`src/rtl/convQueueSchedPkg.sv`:
```
package convQueueSchedPkg;

  typedef enum logic [1:0] {
    QS_IDLE  = 2'b00,
    QS_PAUSE = 2'b01,
    QS_ACT   = 2'b10,
    QS_WAIT  = 2'b11
  } qState_t;

  // flag bit positions
  localparam int F_PAUSE1 = 0;
  localparam int F_PAUSE2 = 1;
  localparam int F_COMP1  = 2;
  localparam int F_COMP2  = 3;
  localparam int F_TOR1   = 4;
  localparam int F_TOR2   = 5;
  localparam int N_FLAGS  = 6;

  typedef struct packed {
    logic               ld1;
    logic               inc1;
    logic               ld2;
    logic               inc2;
    logic               start1;
    logic               start2;
    logic               abort;
    logic [N_FLAGS-1:0] setFlag;
  } strobes_t;

endpackage

```
`src/rtl/convQueueCtrl.sv`:
```
module convQueueCtrl
  import convQueueSchedPkg::*;
(
  input  logic     clk,
  input  logic     rstN,
  input  logic     trig1,
  input  logic     trig2,
  input  logic     convDone,
  input  logic     cmdPause,
  input  logic     cmdLast,
  input  logic     atEnd1,
  input  logic     atEnd2,
  output strobes_t stb,
  output qState_t  q1St,
  output qState_t  q2St
);

  qState_t n1, n2;
  logic    q1Go;

  always_comb begin
    stb  = '0;
    n1   = q1St;
    n2   = q2St;
    q1Go = trig1 && (q1St != QS_ACT);

    // queue 1 retrigger while active: overrun only
    if (trig1 && q1St == QS_ACT) stb.setFlag[F_TOR1] = 1'b1;

    // completion of a queue 1 command
    if (q1St == QS_ACT && convDone) begin
      if (cmdLast || atEnd1) begin
        stb.setFlag[F_COMP1] = 1'b1;
        n1 = QS_IDLE;
      end else if (cmdPause) begin
        stb.setFlag[F_PAUSE1] = 1'b1;
        stb.inc1 = 1'b1;
        n1 = QS_PAUSE;
      end else begin
        stb.inc1   = 1'b1;
        stb.start1 = 1'b1;
      end
    end

    // completion of a queue 2 command (a queue 1 trigger overrides it)
    if (q2St == QS_ACT && convDone && !q1Go) begin
      if (cmdLast || atEnd2) begin
        stb.setFlag[F_COMP2] = 1'b1;
        n2 = QS_IDLE;
      end else if (cmdPause) begin
        stb.setFlag[F_PAUSE2] = 1'b1;
        stb.inc2 = 1'b1;
        n2 = QS_PAUSE;
      end else begin
        stb.inc2   = 1'b1;
        stb.start2 = 1'b1;
      end
    end

    // queue 1 takes the engine, aborting queue 2 if it converts
    if (q1Go) begin
      n1 = QS_ACT;
      stb.start1 = 1'b1;
      if (q1St == QS_IDLE) stb.ld1 = 1'b1;
      if (q2St == QS_ACT) begin
        stb.abort = 1'b1;
        stb.ld2   = 1'b1;
        n2        = QS_WAIT;
      end
    end

    // queue 2 trigger
    if (trig2) begin
      if (n1 == QS_ACT) begin
        unique case (n2)
          QS_IDLE:  begin n2 = QS_WAIT; stb.ld2 = 1'b1; end
          QS_PAUSE: n2 = QS_WAIT;
          default:  stb.setFlag[F_TOR2] = 1'b1;
        endcase
      end else begin
        unique case (n2)
          QS_IDLE:  begin n2 = QS_ACT; stb.ld2 = 1'b1; stb.start2 = 1'b1; end
          QS_PAUSE: begin n2 = QS_ACT; stb.start2 = 1'b1; end
          default:  stb.setFlag[F_TOR2] = 1'b1;
        endcase
      end
    end

    // waiting queue 2 gets the engine once queue 1 lets go
    if (n1 != QS_ACT && n2 == QS_WAIT) begin
      n2 = QS_ACT;
      stb.start2 = 1'b1;
    end
  end

  always_ff @(posedge clk) begin
    if (!rstN) begin
      q1St <= QS_IDLE;
      q2St <= QS_IDLE;
    end else begin
      q1St <= n1;
      q2St <= n2;
    end
  end

  // the engine is never owned by both queues
  p_one_owner_r5: assert property (@(posedge clk) disable iff (!rstN)
    !(q1St == QS_ACT && q2St == QS_ACT));

  // queue 1 has no waiting code
  p_q1_no_wait_r10: assert property (@(posedge clk) disable iff (!rstN)
    q1St != QS_WAIT);

  // a waiting queue 2 starts as soon as queue 1 is no longer active
  p_wait_promote_r5: assert property (@(posedge clk) disable iff (!rstN)
    (q2St == QS_WAIT) |-> (q1St == QS_ACT));

endmodule

```
`src/rtl/convQueueDatapath.sv`:
```
module convQueueDatapath
  import convQueueSchedPkg::*;
#(
  parameter int ADDR_W  = 6,
  parameter int DEPTH   = 16,
  parameter int Q1_BASE = 0,
  parameter int Q2_BASE = 16
) (
  input  logic               clk,
  input  logic               rstN,
  input  strobes_t           stb,
  input  logic [N_FLAGS-1:0] flagClr,
  output logic               atEnd1,
  output logic               atEnd2,
  output logic               convStart,
  output logic               convAbort,
  output logic               cmdQueue,
  output logic [ADDR_W-1:0]  cmdAddr,
  output logic [N_FLAGS-1:0] flags
);

  localparam int IDX_W = (DEPTH > 1) ? $clog2(DEPTH) : 1;
  localparam logic [IDX_W-1:0] LAST_IDX = IDX_W'(DEPTH - 1);

  logic [IDX_W-1:0] ptr1, ptr2, nPtr1, nPtr2;

  always_comb begin
    nPtr1 = stb.ld1 ? '0 : (stb.inc1 ? ptr1 + 1'b1 : ptr1);
    nPtr2 = stb.ld2 ? '0 : (stb.inc2 ? ptr2 + 1'b1 : ptr2);
  end

  assign atEnd1 = (ptr1 == LAST_IDX);
  assign atEnd2 = (ptr2 == LAST_IDX);

  always_ff @(posedge clk) begin
    if (!rstN) begin
      ptr1      <= '0;
      ptr2      <= '0;
      convStart <= 1'b0;
      convAbort <= 1'b0;
      cmdQueue  <= 1'b0;
      cmdAddr   <= '0;
      flags     <= '0;
    end else begin
      ptr1      <= nPtr1;
      ptr2      <= nPtr2;
      convStart <= stb.start1 | stb.start2;
      convAbort <= stb.abort;
      if (stb.start1) begin
        cmdQueue <= 1'b0;
        cmdAddr  <= ADDR_W'(Q1_BASE) + ADDR_W'(nPtr1);
      end else if (stb.start2) begin
        cmdQueue <= 1'b1;
        cmdAddr  <= ADDR_W'(Q2_BASE) + ADDR_W'(nPtr2);
      end
      flags <= (flags & ~flagClr) | stb.setFlag;
    end
  end

  // an abort always comes with a queue 1 start
  p_abort_paired_r5: assert property (@(posedge clk) disable iff (!rstN)
    convAbort |-> (convStart && !cmdQueue));

  // a flag stays set unless cleared
  p_flag_sticky_r9: assert property (@(posedge clk) disable iff (!rstN)
    (flags[F_TOR2] && !flagClr[F_TOR2]) |=> flags[F_TOR2]);

endmodule

```
`src/rtl/convQueueSched.sv`:
```
module convQueueSched
  import convQueueSchedPkg::*;
#(
  parameter int ADDR_W  = 6,
  parameter int DEPTH   = 16,
  parameter int Q1_BASE = 0,
  parameter int Q2_BASE = 16
) (
  input  logic              clk,
  input  logic              rstN,
  input  logic              trig1,
  input  logic              trig2,
  input  logic              convDone,
  input  logic              cmdPause,
  input  logic              cmdLast,
  input  logic [5:0]        flagClr,
  output logic              convStart,
  output logic              convAbort,
  output logic              cmdQueue,
  output logic [ADDR_W-1:0] cmdAddr,
  output logic [1:0]        pauseFlag,
  output logic [1:0]        compFlag,
  output logic [1:0]        torFlag,
  output logic [3:0]        queueStatus
);

  strobes_t           stb;
  qState_t            q1St, q2St;
  logic               atEnd1, atEnd2;
  logic [N_FLAGS-1:0] flags;

  convQueueCtrl uCtrl (
    .clk      (clk),
    .rstN     (rstN),
    .trig1    (trig1),
    .trig2    (trig2),
    .convDone (convDone),
    .cmdPause (cmdPause),
    .cmdLast  (cmdLast),
    .atEnd1   (atEnd1),
    .atEnd2   (atEnd2),
    .stb      (stb),
    .q1St     (q1St),
    .q2St     (q2St)
  );

  convQueueDatapath #(
    .ADDR_W  (ADDR_W),
    .DEPTH   (DEPTH),
    .Q1_BASE (Q1_BASE),
    .Q2_BASE (Q2_BASE)
  ) uData (
    .clk       (clk),
    .rstN      (rstN),
    .stb       (stb),
    .flagClr   (flagClr),
    .atEnd1    (atEnd1),
    .atEnd2    (atEnd2),
    .convStart (convStart),
    .convAbort (convAbort),
    .cmdQueue  (cmdQueue),
    .cmdAddr   (cmdAddr),
    .flags     (flags)
  );

  assign pauseFlag   = {flags[F_PAUSE2], flags[F_PAUSE1]};
  assign compFlag    = {flags[F_COMP2],  flags[F_COMP1]};
  assign torFlag     = {flags[F_TOR2],   flags[F_TOR1]};
  assign queueStatus = {q1St, q2St};

  // a queue 1 trigger to a non-active queue 1 starts queue 1 next cycle
  p_q1_start_r2: assert property (@(posedge clk) disable iff (!rstN)
    (trig1 && queueStatus[3:2] != 2'b10) |=> (convStart && !cmdQueue));

  // a queue 1 retrigger while active records an overrun
  p_q1_overrun_r8: assert property (@(posedge clk) disable iff (!rstN)
    (trig1 && queueStatus[3:2] == 2'b10) |=> torFlag[0]);

endmodule

```
`config.mk`:
```
export PLATFORM = sky130hd
export DESIGN_NAME = convQueueSched
export DESIGN_NICKNAME = d
export VERILOG_FILES = /design/src/rtl/convQueueSchedPkg.sv /design/src/rtl/convQueueCtrl.sv /design/src/rtl/convQueueDatapath.sv /design/src/rtl/convQueueSched.sv
export SDC_FILE = /design/constraint.sdc
export NUM_CORES = 1
export LEC_CHECK = 0
export BUFFER_PORTS_ARGS = -buffer_cell sky130_fd_sc_hd__buf_2
export CELL_PAD_IN_SITES_DETAIL_PLACEMENT = 2
export CELL_PAD_IN_SITES_GLOBAL_PLACEMENT = 2
export CORE_UTILIZATION = 33
export CTS_CLUSTER_SIZE = 10
export DETAILED_ROUTE_END_ITERATION = 10
export PLACE_DENSITY = 0.89
export SLEW_MARGIN = 20
export SYNTH_ARGS = -nofsm -noshare
export SYNTH_HDL_FRONTEND = slang
export SYNTH_HIERARCHICAL = 1
export SYNTH_SLANG_ARGS = --single-unit
```
`constraint.sdc`:
```
create_clock -name clk -period 3.3 [get_ports clk]
set_input_delay 0.33 -clock clk [delete_from_list [all_inputs] [get_ports clk]]
set_output_delay 0.33 -clock clk [all_outputs]
set_load 0.005 [all_outputs]
```
**Word-level counts from Yosys, hierarchy flattened**

Cells that the tools add are included.

- Bits in latches: 0
- ROM bits: 0
- Bits in registers: 27
- Memories kept: 0
- Bits of input ports: 13
- Bits in writable memories: 0
- Output and inout bits: 19
- Logic and storage cells: 95

- Reduce and logical (&&, ||, !) cells: 15
- Add/sub/neg operators: 3
- Mux-type cells: 52
- Shifts and indexed selects: 0
- Order comparisons: 0
- Multipliers: 0
- Divide/modulo/power cells: 0
- Equal/unequal tests: 9
- Bitwise logic cells: 5

Operators with widths:

| kind | number |
|---|---|
| $mux W1 | 32 |
| $mux W2 | 14 |
| $mux W4 | 6 |
| $add A4 B1 Y4 const B | 2 |
| $eq A2 B2 Y1 const B | 4 |
| $eq A4 B4 Y1 const B | 2 |
| $add A5 B4 Y6 const A | 1 |
| $and A6 B6 Y6 | 1 |
| $logic_and A1 B1 Y1 | 6 |
| $not A6 Y6 | 1 |
| $or A6 B6 Y6 | 1 |
| $reduce_or A2 Y1 | 3 |
| $logic_not A2 Y1 | 2 |
| $ne A2 B2 Y1 const B | 2 |
| $eq A2 B1 Y1 const B | 1 |
| $logic_or A1 B1 Y1 | 2 |
| $reduce_bool A2 Y1 | 1 |
| $logic_not A1 Y1 | 1 |
| $not A1 Y1 | 1 |
| $or A1 B1 Y1 | 1 |

**Depth between registers and ports, before layout**

Gate-level depths: netlist of the first run.

- Depth after elaboration: 17
- Gate-level depth with buffers: 10
- Mapped depth without buffers: 9

**Hierarchy**

Netlist of the first run, hierarchy kept.

Modules (own cells, without submodules):

| module | cells an instance | area an instance (µm²) | instances | seq. area each (µm²) |
|---|---|---|---|---|
| convQueueDatapath | 91 | 902.1 | 1 | 420.4 |
| convQueueCtrl | 48 | 391.6 | 1 | 80.1 |

**Least setup slack after synthesis of the first run**

No wires, ideal clock.

- Kind: register -> register
- From: reg uData.ptr2[0]
- To: reg uData.cmdAddr[0]
- Data required time: 3.178 ns
- Setup time: 0.122 ns
- Data arrival time: 1.972 ns
- Stages on the path, launching flop included: 10
- Setup slack: 1.207 ns
- Period minus slack after synthesis: 2.093 ns
- Buffers on the path: 1
- Cells stage by stage: dfxtp_1 -> ha_1 -> and3_1 -> nor2_2 -> a32o_1 -> nor4b_1 -> o2bb2ai_1 -> buf_2 -> nor3b_1 -> o311a_1

RTL lines:

| item | RTL line | RTL |
|---|---|---|
| start: declaration | convQueueDatapath.sv:25 | `logic [IDX_W-1:0] ptr1, ptr2, nPtr1, nPtr2;` |
| start signal: assignment | convQueueDatapath.sv:46 | `ptr2 <= nPtr2;` |
| end signal: assignment | convQueueDatapath.sv:51 | `cmdAddr <= ADDR_W'(Q1_BASE) + ADDR_W'(nPtr1);` |
| end signal: assignment | convQueueDatapath.sv:54 | `cmdAddr <= ADDR_W'(Q2_BASE) + ADDR_W'(nPtr2);` |
| end: declaration | convQueueDatapath.sv:18 | `output logic [ADDR_W-1:0] cmdAddr,` |

==> summary.md, run 1 <==
| Metric | Value |
|---|---|
| Status | `finished clean` |
| GP Congestion | `0.829` |
| Synth Register Bits | `25` |
| Global-route wire length before repair | `about 6.2 mm` |
| Hold Path Class | `primary input to flip-flop` |
| Initial core utilization | `0.348` |
| WP buf/inv | `0` |
| Core area | `3720 um2` |
| Initial antenna violation count | `0` |
| Req. time, crit path | `3.50 ns` |
| Total power | `0.000628 W` |
| Pwr/cell area | `414 nW/um2` |
| Final Worst Setup Slack | `0.512 ns` |
| Critical Path Start Type | `flip-flop` |
| CTS tree | `yes` |
| Iteration-0 DRC Markers | `51` |
| Post-Synth Adder-Cell Area | `0.0193` |
| CP Capture Type | `flip-flop` |
| WL final | `3.85 mm` |
| Mean Syn Cell Area | `9.31 um2` |
| Share of cells above drive strength 1 | `0.281` |
| Final design utilization | `0.408` |
| Period minus WS final | `2.79 ns` |
| Nets | `183` |
| Fin Hold WS | `0.358 ns` |
| Clock Skew | `0.00331 ns` |
| Filler instances | `423` |
| Total die area | `4180 um2` |
| Post-Synth XOR/XNOR Area | `0.0203` |
| Vert. Die Dim | `64.6 um` |
| Post-Synth Simple-Gate Area | `0.287` |
| Post-synth top flop | `dfxtp_1` |
| Vias/cell | `5.41` |
| CTS Buf Count | `3` |
| Clock-pin slew on the worst setup and hold paths | `0.09 ns` |
| Area delta synth->final | `17.1%` |
| Chip width | `approximately 65 um` |
| Syn Nets | `154` |
| Synthesized instance count | `139` |
| Cell Chain, Critical Path | `ha_1 -> and3_1 -> nor3_2 -> a2111oi_2 -> nor4b_1 -> o2bb2ai_1 -> nor4bb_1 -> mux2i_1 -> a32oi_1` |
| IO Count | `32` |
| GRT Residual Overflow | `0` |
| Antenna Cells | `0` |
| Via count | `around 1200` |
| Endpoints failing hold | `0` |
| Unique cell type count in the Yosys netlist | `56` |
| Slew Limit Fails | `0` |
| Worst hold path depth | `3` |
| Maxcap violations | `0` |
| Largest net degree at the start of global routing | `24` |
| Root Driver | `clkbuf_8` |
| FF/Latch Area | `between 500 and 600 um2` |
| Setup WS pre-CTS | `0.556 ns` |
| Least-Margin Pin Slew | `0.877 ns` |
| Yosys warns | `6` |
| R2R cell count | `9` |
| Post-CTS Setup Bufs | `0` |
| I/O Buffers | `30` |
| Vias in the first global route | `1230` |
| GRT Util Overall | `0.198` |
| Largest delay share family, worst path | `compound AO/OA/AOI/OAI gates` |
| Fmax | `about 360 MHz` |
| Number of remaining DRC errors | `0` |
| Slowest stage delay, CP | `0.58 ns` |
| Post-DP HPWL | `2.95 mm` |
| Gates resized, CTS repair | `0` |
| Number of routed nets with antenna violations | `0` |
| Sequential share of the synthesized area | `0.387` |
| Final setup viols | `0` |
| 1st-pass router iterations | `4` |
| Maximum clock path buffer count | `2` |
| Clock sinks | `25` |
| RSZ-0062 raised after global routing | `false` |
| Wire length per cell | `17.9 um` |
| Slew margin rel. | `0.411` |
| Depth of the CTS H-tree | `1` |
| Critical path peak fanout | `10` |
| Post-Syn Area | `1290 um2` |
| Placement row count | `22` |
| Max IR drop VDD | `0.154 mV` |
| Levels on crit path | `9` |
| Clk Latency, worst-skew pair | `0.27 ns` |
| Ys async rst share | `0` |
| Post-synth EDFFs | `0` |
| Mux cell area share after synthesis | `0.0232` |
| Static leakage | `approximately 0.66 nW` |
| Largest family of logic cells by synthesized area | `simple AND/OR/NAND/NOR gates` |
| Compound-Gate Fraction of Synth Area | `0.219` |
| Multi-input combinational cell area | `roughly 740 um2` |
| Setup Crit Path Kind | `flip-flop to flip-flop` |
| Fin crit share | `0.845` |
| Critical Path AT | `between 2 and 3 ns` |
| Slowest-stage cell, CP | `o2bb2ai_1` |
| Fin Setup TNS | `0 ns` |
| Post-CTS Hold Buffers | `0` |
-- metal layers --
layer / wire, um / global-route usage
met1: 1670 / 0.218
met2: 2010 / 0.376
met3: 129 / 0.0299
met4: 40 / 0.0750
met5: 0 / 0
-- cell usage in the layout, fill, tap and decap left out, types with 4 or more instances in the layout --
cell / n
buf_2: 30
nor2b_1: 10
dfxtp_1: 25
a21oi_1: 4
inv_1: 4
nand2_1: 4
nor2_1: 12
nor3_1: 4
o21a_1: 9
-- cell type report --
| cell class | instances | area share |
|---|---|---|
| Multi-Input combinational cell | 103 | 0.488 |
| Tap cell | 48 | 0.0396 |
| Sequential cell | 25 | 0.330 |
| Timing Repair Buffer | 30 | 0.0991 |
| Clock buffer | 3 | 0.0273 |
| Inverter | 5 | 0.0124 |
| Clock inverter | 1 | 0.00330 |
-- worst min-delay path: stages --
cell and delay [ns]:
buf_2 0.07, nor2b_1 0.03, o21a_1 0.15
-- power breakdown --
part	total [W]	switching [W]	leakage [nW]	internal, W
Sequential	0.000330	0.0000136	0.204	0.000316
Combinational	0.000111	0.0000626	0.427	0.0000486
Clock	0.000187	0.000102	0.0255	0.0000846
-- Yosys cell counts (2+ instances only) --
library cell	count	share of area
dfxtp_1	25	0.39
nor2_1	12	0.035
nor2b_1	10	0.048
o21a_1	9	0.052
a21oi_1	4	0.015
inv_1	4	0.012
nand2_1	4	0.012
nor3_1	4	0.015
and2_1	3	0.015
buf_4	3	0.017
mux2i_1	3	0.023
nand2b_1	3	0.015
nor3b_1	3	0.017
o21ai_0	3	0.012
a32o_1	2	0.015
and3_1	2	0.0097
ha_1	2	0.019
nand3b_1	2	0.012
nand4_1	2	0.0097
or3_1	2	0.0097
xnor2_1	2	0.014
-- final timing paths --
path,slack (ns),to,start
hold reg to reg,0.52,uData/cmdAddr[4],uData/cmdAddr[4]
setup reg to reg,0.51,uData/cmdAddr[3],uData/ptr2[0]
setup / recovery,0.51,uData/cmdAddr[3],uData/ptr2[0]
hold / removal,0.36,uData/flags[4],flagClr[4]
-- kinds of logic after synthesis --
family | count (synthesis)
AOI/OAI and AO/OA | 34
other | 1
buffers and inverters | 11
and+or+nand+nor | 60
muxes | 3
xor gates and xnor gates | 3
adders and majority gates | 2
DFF | 25
-- sequential cells by signal, indices dropped and copies added (netlist names) --
name / count
uData/cmdAddr: 5
uCtrl/q2St: 2
uData/ptr1: 4
uCtrl/q1St: 2
uData/ptr2: 4
uData/convAbort: 1
uData/convStart: 1
uData/flags: 6
-- metrics by stage --
| stage | area [um2] | cells |
|---|---|---|
| after floorplan | 1290 | 139 |
| after global placement | 1470 | 211 |
| after detailed placement | 1470 | 211 |
| after CTS | 1520 | 215 |
| after global routing | 1520 | 215 |
| final | 1520 | 215 |
Power figures use the tool's default switching activity.
==> inputs of run 2 (changes only) <==
--- a/config.mk
+++ b/config.mk
@@ -8,10 +8,10 @@
 export BUFFER_PORTS_ARGS = -buffer_cell sky130_fd_sc_hd__buf_2
 export CELL_PAD_IN_SITES_DETAIL_PLACEMENT = 2
 export CELL_PAD_IN_SITES_GLOBAL_PLACEMENT = 2
-export CORE_UTILIZATION = 33
+export CORE_UTILIZATION = 28
 export CTS_CLUSTER_SIZE = 10
 export DETAILED_ROUTE_END_ITERATION = 10
-export PLACE_DENSITY = 0.89
+export PLACE_DENSITY = 0.81
 export SLEW_MARGIN = 20
 export SYNTH_ARGS = -nofsm -noshare
 export SYNTH_HDL_FRONTEND = slang
==> constraint.sdc (replaced) <==
create_clock -name clk -period 2.3 [get_ports clk]
set_input_delay 0.23 -clock clk [delete_from_list [all_inputs] [get_ports clk]]
set_output_delay 0.23 -clock clk [all_outputs]
set_load 0.005 [all_outputs]
==> summary.md, run 2 (synthesis gave the netlist of run 1 again) <==
| Metric | Value |
|---|---|
| Vias/cell | `5.27 (-2.6%)` |
| Status | `finished clean` |
| Root Driver | `clkbuf_8` |
| Flip-flop count of the largest register after layout | `6 (unchanged)` |
| Regs by FF count | `uData/flags: 6 flops, uData/cmdAddr: 5 flops` |
| I/O Buffers | `30 (unchanged)` |
| Filler instances | `487 (+15%)` |
| Via count | `1207 (+3.7%)` |
| Fin crit share | `0.978 (+0.133)` |
| Cell Chain, Critical Path | `ha_4 -> and3_4 -> nor2_2 -> a32o_1 -> nor4b_4 -> o2bb2ai_4 -> buf_4 -> nor3b_1 -> o311a_1` |
| 1st-pass router iterations | `4 (unchanged)` |
| Clock Skew | `0.00205 ns (-0.00127 ns)` |
| Post-CTS Hold Buffers | `0 (unchanged)` |
| Initial antenna violation count | `0 (unchanged)` |
| GRT Residual Overflow | `0 (unchanged)` |
| Chip width | `70.0 um (+8.3%)` |
| FF/Latch Area | `508 um2 (+1.5%)` |
| Post-DP HPWL | `2.90 mm (-1.6%)` |
| Area delta synth->final | `32.3%` |
| Critical path peak fanout | `5 (-5)` |
| Maxcap violations | `0 (unchanged)` |
| Number of remaining DRC errors | `0 (unchanged)` |
| Number of routed nets with antenna violations | `0 (unchanged)` |
| Period minus WS final | `2.25 ns (-0.538 ns)` |
| CP startpoint | `uData/ptr2[1]` |
| Largest register by flop count | `uData/flags` |
| Vert. Die Dim | `70.0 um (+8.3%)` |
| CP Capture Type | `flip-flop` |
| Slowest-stage cell, CP | `dfxtp_4` |
| Nets | `193 (+5.5%)` |
| Req. time, crit path | `2.47 ns (-1.03 ns)` |
| Clock-pin slew on the worst setup and hold paths | `0.09 ns (about the same)` |
| Max IR drop VDD | `0.375 mV (+140%)` |
| Final setup viols | `0 (unchanged)` |
| Total power | `0.000956 W (+52%)` |
| Initial core utilization | `0.295 (-0.0531)` |
| Endpoints failing hold | `0 (unchanged)` |
| Most frequent cells in the layout | `30 x buf_2, 21 x dfxtp_1, 12 x nor2_1` |
| Worst R2R Start | `uData/ptr2[1]` |
| IO Count | `32 (unchanged)` |
| Multi-input combinational cell area | `845 um2 (+14%)` |
| Total die area | `4900 um2 (+17%)` |
| Commonest non-fill, non-tap cell in the layout | `buf_2` |
| Critical Path Start Type | `flip-flop` |
| GRT Util Overall | `0.167 (-0.0309)` |
| Global-route wire length before repair | `6.44 mm (+4.2%)` |
| Largest net degree at the start of global routing | `24 (unchanged)` |
| RR Endpoint | `uData/cmdAddr[0]` |
| GP Congestion | `0.844 (+1.9%)` |
| Share of cells above drive strength 1 | `0.395 (+0.114)` |
| Fin Hold WS | `0.254 ns (-0.104 ns)` |
| Fmax | `444 MHz (+24%)` |
| Pwr/cell area | `559 nW/um2 (+35%)` |
| Vias in the first global route | `1309 (+6.4%)` |
| Clock sinks | `25 (unchanged)` |
| Critical Path AT | `2.42 ns (-0.57 ns)` |
| CTS Buf Count | `3 (unchanged)` |
| R2R cell count | `9 (unchanged)` |
| DP Cell Count | `218 (+3.3%)` |
| Setup Crit Path Kind | `flip-flop to flip-flop` |
| Hold Path Class | `primary input to flip-flop` |
| Placement row count | `24 (+9.1%)` |
| Core area | `4380 um2 (+18%)` |
| Maximum clock path buffer count | `2 (unchanged)` |
| Wire length per cell | `18.8 um (+4.8%)` |
| CTS tree | `yes` |
| Slew Limit Fails | `0 (unchanged)` |
| FF-to-FF setup slack | `0.05 ns (-0.46 ns)` |
| Antenna Cells | `0 (unchanged)` |
| Final Non-Filler Cells | `229 (+6.5%)` |
| Slowest stage delay, CP | `0.38 ns (-0.20 ns)` |
| Static leakage | `0.716 nW (+9.0%)` |
| CP endpoint | `uData/cmdAddr[0]` |
| Clk Latency, worst-skew pair | `0.27 ns (about the same)` |
| Iteration-0 DRC Markers | `31 (-39%)` |
| Final design utilization | `0.390 (-0.0173)` |
| Depth of the CTS H-tree | `1 (unchanged)` |
| WL final | `4.30 mm (+12%)` |
[run 2: changes by cell type in the layout (fill, tap and decap cells not counted), sizes merged]
cell,change
clkdlybuf4s15,+1
buf,+9
[run 2: cell type report]
cell class / instances / area share
clock buffers: 3 / 0.0241
clock inverters: 1 / 0.00292
multi-input cells: 103 / 0.493
inverters: 5 / 0.0110
flip-flops and latches: 25 / 0.297
well taps: 52 / 0.0380
repair buffers: 40 / 0.134
[run 2: how the worst min path moves through the flow]
| stage | slack, ns | cells past startpoint | to | startpoint |
|---|---|---|---|---|
| after floorplan | 0.35 | 1 | uCtrl/q1St[0] | rstN |
| after global placement | 0.51 | 2 | uData/ptr1[3] | uData/ptr1[3] |
| after detailed placement | 0.53 | 2 | uData/ptr1[3] | uData/ptr1[3] |
| after CTS | 0.25 | 3 | uData/flags[4] | flagClr[4] |
| after global routing | 0.26 | 3 | uData/flags[5] | flagClr[5] |
| final | 0.25 | 3 | uData/flags[5] | flagClr[5] |
[run 2: layer usage]
layer | GRT usage | vias up | routed length [um]
met5 | 0 | - | 0
met3 | 0.0390 | 4 | 142
li1 | - | 578 | -
met4 | 0.0200 | 0 | 31
met2 | 0.332 | 22 | 2410
met1 | 0.181 | 603 | 1720
[run 2: power breakdown]
group          internal [W]  leakage, nW  total [W]  switching (W)
clock network      0.000122       0.0255   0.000274       0.000153
logic             0.0000965        0.484   0.000207       0.000110
registers          0.000453        0.207   0.000476      0.0000230
total              0.000671        0.716   0.000956       0.000286
[run 2: worst max-delay path, delay by kind of cell, from the launching register on]
family / cells / cell delay, ns
DFF: 1 / 0.38
and+or+nand+nor: 4 / 0.73
buffers and inverters: 1 / 0.16
adders and majority gates: 1 / 0.14
AOI/OAI and AO/OA: 3 / 0.73
[run 2: stage by stage]
step	setup TNS, ns	setup WS, ns	area (um2)
6_report	0	0.0496	1710
5_1_grt	-0.0237	-0.0237	1710
2_1_floorplan	0	0.207	1290
3_5_place_dp	-0.331	-0.156	1500
4_1_cts	0	0.00508	1580
3_3_place_gp	0	0.103	1500
[run 2: repair_timing]
action                     in CTS  in global routing
gates resized for setup         7                 15
pin swaps                       2                  5
cloned                          0                  1
setup endpoints to repair       4                  4
setup buffers                   0                  6
==> inputs of run 3 (changes only) <==
--- a/config.mk
+++ b/config.mk
@@ -5,13 +5,14 @@
 export SDC_FILE = /design/constraint.sdc
 export NUM_CORES = 1
 export LEC_CHECK = 0
-export BUFFER_PORTS_ARGS = -buffer_cell sky130_fd_sc_hd__buf_2
 export CELL_PAD_IN_SITES_DETAIL_PLACEMENT = 2
 export CELL_PAD_IN_SITES_GLOBAL_PLACEMENT = 2
-export CORE_UTILIZATION = 28
+export CORE_UTILIZATION = 33
 export CTS_CLUSTER_SIZE = 10
 export DETAILED_ROUTE_END_ITERATION = 10
-export PLACE_DENSITY = 0.81
+export DONT_BUFFER_PORTS = 1
+export PLACE_DENSITY = 0.8
+export SKIP_CTS_REPAIR_TIMING = 1
 export SLEW_MARGIN = 20
 export SYNTH_ARGS = -nofsm -noshare
 export SYNTH_HDL_FRONTEND = slang
==> summary.md, run 3 (synthesis gave the netlist of run 1 again) <==
| Metric | Value |
|---|---|
| Status | `finished clean` |
| I/O Buffers | `0 (-100%)` |
| Fin Hold WS | `0.0640 ns (-0.190 ns)` |
| Max IR drop VDD | `0.467 mV (+25%)` |
| Part of the power in registers | `0.541 (+0.044)` |
| Core area | `3720 um2 (-15%)` |
| Hold Path Class | `primary input to flip-flop` |
| Wire length per cell | `18.1 um (-3.8%)` |
| Commonest non-fill, non-tap cell in the layout | `dfxtp_1` |
| WL final | `3.51 mm (-18%)` |
| Final setup viols | `0 (unchanged)` |
| Share of cells above drive strength 1 | `0.233 (-0.163)` |
| Final Instance Area | `1500 um2 (-12%)` |
| Largest register by flop count | `uData/flags` |
| Setup Crit Path Kind | `flip-flop to flip-flop` |
| Via count | `1066 (-12%)` |
| Maxcap violations | `0 (unchanged)` |
| CTS Buf Count | `3 (unchanged)` |
| Req. time, crit path | `2.48 ns (about the same)` |
| 1st-pass router iterations | `4 (unchanged)` |
| Endpoints failing hold | `0 (unchanged)` |
| Vias/cell | `5.49 (+4.3%)` |
| Clock sinks | `25 (unchanged)` |
| IO Count | `32 (unchanged)` |
| Gate power share | `0.158 (-0.058)` |
| RSZ-0062 raised after global routing | `false` |
| WP buf/inv | `1 (unchanged)` |
| Vias in the first global route | `1115 (-15%)` |
| Clk network pwr share | `0.301 (+0.014)` |
| Clk Latency, worst-skew pair | `0.28 ns (about the same)` |
| Filler instances | `411 (-16%)` |
| Fin crit share | `0.956 (-0.0225)` |
| Clock Skew | `0.0102 ns (+0.00819 ns)` |
| Flip-flop count of the largest register after layout | `6 (unchanged)` |
| GRT Util Overall | `0.172 (+0.00466)` |
| Final Non-Filler Cells | `194 (-15%)` |
| Chip width | `64.6 um (-7.7%)` |
| Critical path peak fanout | `4 (-1)` |
| Static leakage | `0.567 nW (-21%)` |
| Initial antenna violation count | `0 (unchanged)` |
| Pwr/cell area | `589 nW/um2 (+5.4%)` |
| Maximum clock path buffer count | `2 (unchanged)` |
| Iteration-0 DRC Markers | `19 (-39%)` |
| Largest net degree at the start of global routing | `24 (unchanged)` |
| Global-route wire length before repair | `5.47 mm (-15%)` |
| Psw | `0.000241 W (-16%)` |
| Placement row count | `22 (-8.3%)` |
| Number of remaining DRC errors | `0 (unchanged)` |
| Fmax | `455 MHz (+2.4%)` |
| Clock-pin slew on the worst setup and hold paths | `0.09 ns (about the same)` |
| Largest delay share family, worst path | `compound AO/OA/AOI/OAI gates` |
| Area after DPL | `1380 um2 (-7.9%)` |
| Nets | `162 (-16%)` |
| Antenna Cells | `0 (unchanged)` |
| GP Congestion | `0.822 (-2.6%)` |
| Depth of the CTS H-tree | `1 (unchanged)` |
| Post-DP HPWL | `2.57 mm (-11%)` |
| Cell Chain, Critical Path | `ha_4 -> and3_4 -> nor2_2 -> a32o_1 -> nor4b_2 -> o2bb2ai_2 -> buf_4 -> nor3b_1 -> o311a_1` |
| CTS tree | `yes` |
| Slowest-stage cell, CP | `dfxtp_2` |
| GRT Residual Overflow | `0 (unchanged)` |
| Critical Path Start Type | `flip-flop` |
| Regs by FF count | `uData/flags: 6 flops, uData/cmdAddr: 5 flops` |
| Period minus WS final | `2.20 ns (-0.0518 ns)` |
| Area delta synth->final | `16.2%` |
| Pint | `0.000645 W (-3.9%)` |
| Critical Path AT | `2.38 ns (-0.04 ns)` |
| DP Cell Count | `189 (-13%)` |
| Total die area | `4180 um2 (-15%)` |
| Root Driver | `clkbuf_8` |
| Switching Fraction | `0.272 (-0.0270)` |
| Most frequent cells in the layout | `23 x dfxtp_1, 12 x nor2_1, 10 x nor2b_1, 9 x buf_4, 9 x o21a_1` |
| Vert. Die Dim | `64.6 um (-7.7%)` |
| Number of routed nets with antenna violations | `0 (unchanged)` |
| Slew Limit Fails | `0 (unchanged)` |
| CP Capture Type | `flip-flop` |
| Initial core utilization | `0.348 (+0.0531)` |
| Slowest stage delay, CP | `0.37 ns (about the same)` |
## run 3: cell types whose count changed in the layout (fill, tap and decap cells not counted), sizes merged
cell	before	now
buf	39	9
clkdlybuf4s15	1	0
## run 3: power by group through the flow
stage	logic, W	clock network, W	registers [W]
final	0.000140	0.000267	0.000479
after global routing	0.000151	0.000299	0.000483
after CTS	0.000126	0.000288	0.000478
after detailed placement	0.000125	0	0.000488
after global placement	0.000118	0	0.000487
after floorplan	0.0000977	0	0.000482
## run 3: cell type report
cell class,instances,area (um2),share of cell area
Inverter,5,18.8,0.0125
Timing Repair Buffer,9,67.6,0.0450
Clock buffer,3,41.3,0.0275
Tap cell,48,60.1,0.0400
Sequential cell,25,503,0.335
Clock inverter,1,5.00,0.00333
Multi-Input combinational cell,103,807,0.537
## run 3: path summary, 6_finish.rpt
path / start / to / slack [ns] / cells past startpoint
hold / removal: rstN / uCtrl/q2St[1] / 0.06 / 1
setup reg to reg: uData/ptr2[0] / uData/cmdAddr[0] / 0.10 / 9
setup / recovery: uData/ptr2[0] / uData/cmdAddr[0] / 0.10 / 9
hold reg to reg: uData/ptr1[3] / uData/ptr1[3] / 0.54 / 2
## run 3: metal layers
| metal | vias up | share of wire | wire (um) | track usage |
|---|---|---|---|---|
| met4 | 0 | 0.012 | 41 | 0.0583 |
| li1 | 511 | - | - | - |
| met5 | - | 0 | 0 | 0 |
| met1 | 525 | 0.42 | 1490 | 0.196 |
| met3 | 4 | 0.042 | 148 | 0.0458 |
| met2 | 26 | 0.52 | 1830 | 0.307 |
## run 3: metrics by stage
step                      total power (W)  setup WS (ns)   util  setup TNS, ns
after CTS                        0.000892         -0.106  0.384         -0.171
final                            0.000885          0.101  0.404              0
after floorplan                  0.000579          0.207      -              0
after global routing             0.000934        0.00707  0.404              0
after detailed placement         0.000613        -0.0599  0.371        -0.0845
after global placement           0.000606         0.0803  0.371              0
